<file path="config.mk">
export PLATFORM = sky130hd
export DESIGN_NAME = cd_sector_gen
export DESIGN_NICKNAME = d
export VERILOG_FILES = /design/src/rtl/cd_gen_pkg.sv /design/src/rtl/cd_pos_counter.sv /design/src/rtl/cd_byte_select.sv /design/src/rtl/cd_sector_gen.sv
export SDC_FILE = /design/constraint.sdc
export NUM_CORES = 1
export LEC_CHECK = 0
export BUFFER_PORTS_ARGS = -buffer_cell sky130_fd_sc_hd__buf_4
export CAP_MARGIN = 20
export CORE_AREA = 2 2 125 127
export DETAILED_ROUTE_END_ITERATION = 8
export DIE_AREA = 0 0 127 129
export PLACE_DENSITY = 0.83
export SETUP_SLACK_MARGIN = 0.02
export SLEW_MARGIN = 10
export SYNTH_ARGS = -nofsm -noshare
export SYNTH_HDL_FRONTEND = slang
export SYNTH_SLANG_ARGS = --single-unit
</file>
<file path="constraint.sdc">
create_clock -name clk -period 18.3 [get_ports clk]
set_input_delay 0.915 -clock clk [delete_from_list [all_inputs] [get_ports clk]]
set_output_delay 0.915 -clock clk [all_outputs]
set_load 0.01 [all_outputs]
</file>
<file path="src/rtl/cd_gen_pkg.sv">
package cd_gen_pkg;
  localparam int unsigned SECTOR_BYTES  = 2352;
  localparam int unsigned FRAMES_PER_S  = 75;
  localparam int unsigned SECS_PER_MIN  = 60;
  localparam int unsigned OFF_W         = $clog2(SECTOR_BYTES);
  localparam int unsigned SYNC_LAST_OFF = 11;
  localparam int unsigned HDR_MIN_OFF   = 12;
  localparam int unsigned HDR_SEC_OFF   = 13;
  localparam int unsigned HDR_FRM_OFF   = 14;
  localparam int unsigned HDR_MODE_OFF  = 15;
  localparam logic [7:0]  MODE_BYTE     = 8'h01;

  // shift-and-add-3 conversion of a value below 100 into two BCD digits
  function automatic logic [7:0] to_bcd(input logic [6:0] v);
    logic [14:0] s;
    s = {8'd0, v};
    for (int i = 0; i < 7; i++) begin
      if (s[10:7] >= 4'd5) s[10:7] = s[10:7] + 4'd3;
      if (s[14:11] >= 4'd5) s[14:11] = s[14:11] + 4'd3;
      s = s << 1;
    end
    return s[14:7];
  endfunction
endpackage

</file>
<file path="src/rtl/cd_pos_counter.sv">
module cd_pos_counter
  import cd_gen_pkg::*;
#(
  parameter int unsigned SECTOR_W = 19
) (
  input  logic                clk,
  input  logic                rst_n,
  input  logic                load_i,
  input  logic [SECTOR_W-1:0] load_sector_i,
  input  logic                ready_i,
  output logic                valid_o,
  output logic [OFF_W-1:0]    offset_o,
  output logic [SECTOR_W-1:0] sector_o
);
  localparam logic [OFF_W-1:0] LAST_OFF = OFF_W'(SECTOR_BYTES - 1);

  logic beat;
  logic wrap;
  assign beat = valid_o && ready_i;
  assign wrap = beat && (offset_o == LAST_OFF);

  always_ff @(posedge clk) begin
    if (!rst_n) begin
      valid_o  <= 1'b0;
      offset_o <= '0;
      sector_o <= '0;
    end else if (load_i) begin
      valid_o  <= 1'b1;
      offset_o <= '0;
      sector_o <= load_sector_i;
    end else if (wrap) begin
      offset_o <= '0;
      sector_o <= sector_o + 1'b1;
    end else if (beat) begin
      offset_o <= offset_o + 1'b1;
    end
  end

  // load restarts at offset 0 of the loaded sector
  a_r12_load_restart: assert property (@(posedge clk) disable iff (!rst_n)
    load_i |=> (valid_o && offset_o == '0 && sector_o == $past(load_sector_i)));

  // wrap moves to the next sector
  a_r11_wrap_next: assert property (@(posedge clk) disable iff (!rst_n)
    (wrap && !load_i) |=> (offset_o == '0 && sector_o == $past(sector_o) + 1'b1));

  // stall holds position
  a_r9_stall_hold: assert property (@(posedge clk) disable iff (!rst_n)
    (valid_o && !ready_i && !load_i) |=> ($stable(offset_o) && $stable(sector_o)));

  // nothing valid before the first load
  a_r1_idle_until_load: assert property (@(posedge clk) disable iff (!rst_n)
    (!valid_o && !load_i) |=> !valid_o);
endmodule

</file>
<file path="src/rtl/cd_byte_select.sv">
module cd_byte_select
  import cd_gen_pkg::*;
#(
  parameter int unsigned SECTOR_W = 19
) (
  input  logic [OFF_W-1:0]    offset_i,
  input  logic [SECTOR_W-1:0] sector_i,
  output logic [7:0]          byte_o
);
  logic [SECTOR_W-1:0] whole_secs;
  logic [7:0] bcd_min, bcd_sec, bcd_frm;

  assign whole_secs = sector_i / SECTOR_W'(FRAMES_PER_S);
  assign bcd_frm = to_bcd(7'(sector_i % SECTOR_W'(FRAMES_PER_S)));
  assign bcd_sec = to_bcd(7'(whole_secs % SECTOR_W'(SECS_PER_MIN)));
  assign bcd_min = to_bcd(7'((whole_secs / SECTOR_W'(SECS_PER_MIN)) % SECTOR_W'(100)));

  always_comb begin
    if (offset_i == '0 || offset_i == OFF_W'(SYNC_LAST_OFF))
      byte_o = 8'h00;
    else if (offset_i < OFF_W'(SYNC_LAST_OFF))
      byte_o = 8'hFF;
    else if (offset_i == OFF_W'(HDR_MIN_OFF))
      byte_o = bcd_min;
    else if (offset_i == OFF_W'(HDR_SEC_OFF))
      byte_o = bcd_sec;
    else if (offset_i == OFF_W'(HDR_FRM_OFF))
      byte_o = bcd_frm;
    else if (offset_i == OFF_W'(HDR_MODE_OFF))
      byte_o = MODE_BYTE;
    else
      byte_o = 8'h00;
  end
endmodule

</file>
<file path="src/rtl/cd_sector_gen.sv">
module cd_sector_gen
  import cd_gen_pkg::*;
#(
  parameter int unsigned SECTOR_W = 19
) (
  input  logic                clk,
  input  logic                rst_n,
  input  logic                load_i,
  input  logic [SECTOR_W-1:0] load_sector_i,
  output logic                out_valid_o,
  input  logic                out_ready_i,
  output logic [7:0]          out_data_o,
  output logic                out_sos_o,
  output logic                out_eos_o
);
  logic [OFF_W-1:0]    offset;
  logic [SECTOR_W-1:0] sector;
  logic [7:0]          sel_byte;

  cd_pos_counter #(.SECTOR_W(SECTOR_W)) u_pos (
    .clk          (clk),
    .rst_n        (rst_n),
    .load_i       (load_i),
    .load_sector_i(load_sector_i),
    .ready_i      (out_ready_i),
    .valid_o      (out_valid_o),
    .offset_o     (offset),
    .sector_o     (sector)
  );

  cd_byte_select #(.SECTOR_W(SECTOR_W)) u_sel (
    .offset_i(offset),
    .sector_i(sector),
    .byte_o  (sel_byte)
  );

  assign out_data_o = out_valid_o ? sel_byte : 8'h00;
  assign out_sos_o  = out_valid_o && (offset == '0);
  assign out_eos_o  = out_valid_o && (offset == OFF_W'(SECTOR_BYTES - 1));

  // markers never coincide
  a_r10_markers_apart: assert property (@(posedge clk) disable iff (!rst_n)
    !(out_sos_o && out_eos_o));

  // an accepted end byte is followed by a start byte
  a_r10_eos_then_sos: assert property (@(posedge clk) disable iff (!rst_n)
    (out_eos_o && out_ready_i) |=> out_sos_o);

  // sync body bytes are all ones
  a_r3_sync_ones: assert property (@(posedge clk) disable iff (!rst_n)
    (out_valid_o && offset >= OFF_W'(1) && offset <= OFF_W'(10)) |-> (out_data_o == 8'hFF));
endmodule

</file>
==> metrics <==
crit path launch type=flop; CP delay by family, top=compound AO/OA/AOI/OAI gates; min-delay src=u_pos.offset_o[1]; EDFF count, synth=0; Crit path buffers/inverters=10; clk buf depth=2; xor/xnor share of the synthesized area=8.66%; Yosys top cell area share=6.57%; worst hold path class=reg -> reg; final worst-path cycle share=93.7%; Fmax achieved=0.0583 GHz; core area=15000 um^2; RSZ-0062 raised after global routing=false; area grow syn2layout=4.03%; vias in the first global route=9372; Final Net Count=1449; initial DRC count=1098; All-Layer GR Usage=31.5%; Cell Area, Synth=9750 um^2; ANT nets after route=0; post-DP HPWL=20700 um; diode count=0; #FFs+latches synth=32; Worst-Margin Slew=0.951 ns; Rel. slew slack=36.1%; Distinct cells, synth=133; YS warnings=0; status=finished clean; r2r setup slk=14.86 ns; CTS root buffer=clkbuf_16; critical path endpoint category=output pin; WHS Endpoint=u_pos.offset_o[1]; CP max stage cell=or4_4; vias per inst=6.79; DR WL/cell=17.1 um; Crit Path Max Fanout=20; FP Rows=45; worst-skew pair later-pin latency=0.27 ns; final worst slack=1.15 ns; largest family of logic cells by synthesized area=compound AO/OA/AOI/OAI gates; I/O Pins=34; CP startpoint=u_pos.sector_o[15]; first-pass GRT wire length=44600 um; total grt overflow=0; WHS Path Cells=2; initial antenna violation count=0; mux share of post-synthesis cell area=5.48%; Top FF cell, synth=dfxtp_1; required time of the worst setup path=17.39 ns; FF-to-FF End=u_pos.sector_o[18]; Die ar.=16400 um^2; synth top area cells=dfxtp_1, ha_1, xnor2_1; final setup fails=0; max_cap viols=0; syn avg cell area=6.97 um^2; RD Place Congestion=0.989; Place WS=1.18 ns; Worst EP arrival=16.24 ns; htree depth=2; Synth Area in Compound Gates=36.6%; DR DRC count=0; Max Slew Vio Count=0; total CTS buffers=5; top cell type by total area after synthesis=dfxtp_1; async set or reset register ratio after synthesis=0%; fin crit period=17.15 ns; Setup CP Type=reg -> out; post-synth net total=1469; R2R cell count=12; Die H=129 um; I/O Buffers=33; max incr delay on CP=0.56 ns; Layout Skew=0.00264 ns; final wirelength=26900 um; most common cell after layout, fill and taps aside=nor2_1; Fin Setup TNS=0 ns; clk sink count=32; largest net degree at the start of global routing=41; Syn Inst Count=1400; starting density of the core=65.1%; RR Startpoint=u_pos.offset_o[0]; Final Hold Viols=0; Vias=10.6k; highest-count cells in the layout ignoring fill and taps=nor2_1, nand2_1, a21oi_1; share of cells above drive strength 1=12.5%; CTS tree=done; die width=127 um; Detailed Routing Iterations Pass 1=7; Post-Synth Adder-Cell Area=6.74%; Worst-path clk slew=0.05 ns; postcts setup bufs=0; post-synthesis sequential area ratio=6.57%; simple-gate share of the synthesized area=30.0%
## tightest hold or removal path: stages (launching register included)
cell	delay, ns
dfxtp_1	0.34
nand2_1	0.07
a21oi_1	0.06
## flip-flops by register name (all words and copies together), names as in the netlist
| register | count |
|---|---|
| u_pos.offset_o | 12 |
| u_pos.sector_o | 19 |
| u_pos.valid_o | 1 |
## synth_stat cells (7+ instances only)
master	instances
nor4_1	8
a21oi_1	83
mux2_2	14
o22a_1	7
a22oi_1	8
xnor2_1	63
nand2b_1	20
a211o_1	7
a21o_1	15
o211ai_1	18
mux2i_1	26
xor2_1	26
a211oi_1	23
buf_2	21
o21a_1	22
and3_1	18
nand2_1	119
nand4_1	14
nand3_1	53
a2bb2oi_1	7
and2_1	39
a221oi_1	7
dfxtp_1	32
nor2b_1	11
nor2_1	128
o221ai_1	8
o21ai_0	78
ha_1	46
clkbuf_1	32
a21oi_2	7
o22ai_1	13
nor3_1	55
a31oi_1	15
or2_1	10
o21bai_1	7
o31ai_1	12
or3_1	13
maj3_1	7
or2_2	9
o21ai_1	29
inv_1	61
## metal layers
metal | track usage (%) | part of all wire (%) | vias up
li1 | - | - | 5205
met3 | 2.83 | 8.0 | 87
met2 | 49.9 | 44 | 495
met1 | 45.7 | 45 | 4855
met5 | 0 | 0 | -
met4 | 9.18 | 3.2 | 0
## cell type report
type | count | area (um^2)
clock buffer | 6 | 129
clock inverter | 1 | 5.00
fill | 1301 | 4830
inverter | 67 | 254
multi-input combinational | 1237 | 8600
sequential | 32 | 646
tap | 188 | 235
timing repair buffer | 37 | 278
## worst max path at each step
stage / end / depth (start not counted)
floorplan: out_data_o[1] / 66
global placement: out_data_o[1] / 66
detailed placement: out_data_o[1] / 65
CTS: out_data_o[1] / 65
global route: out_data_o[1] / 66
finish: out_data_o[1] / 67
## cell families after synthesis
group,after synthesis
and+or+nand+nor,557
AOI/OAI and AO/OA,484
buffers and inverters,132
xor gates and xnor gates,93
adders and majority gates,54
muxes,48
DFF,32
## metrics by stage
stage / instances / hold WS, ns / area (um^2) / util, %
finish: 1568 / 0.517 / 10100 / 67.7
global placement: 1559 / 0.513 / 9930 / 66.3
CTS: 1566 / 0.518 / 10100 / 67.2
floorplan: 1400 / 0.479 / 9750 / -
detailed placement: 1559 / 0.510 / 9930 / 66.3
global route: 1568 / 0.583 / 10100 / 67.7
## what timing repair did
action,CTS,global route
hold buffers,0,0
gates resized for setup,0,13
setup endpoints to repair,0,7
Power is left out: the tool's default activity adds up to more than one toggle a clock period on the data nets, which glitch-free logic cannot reach.
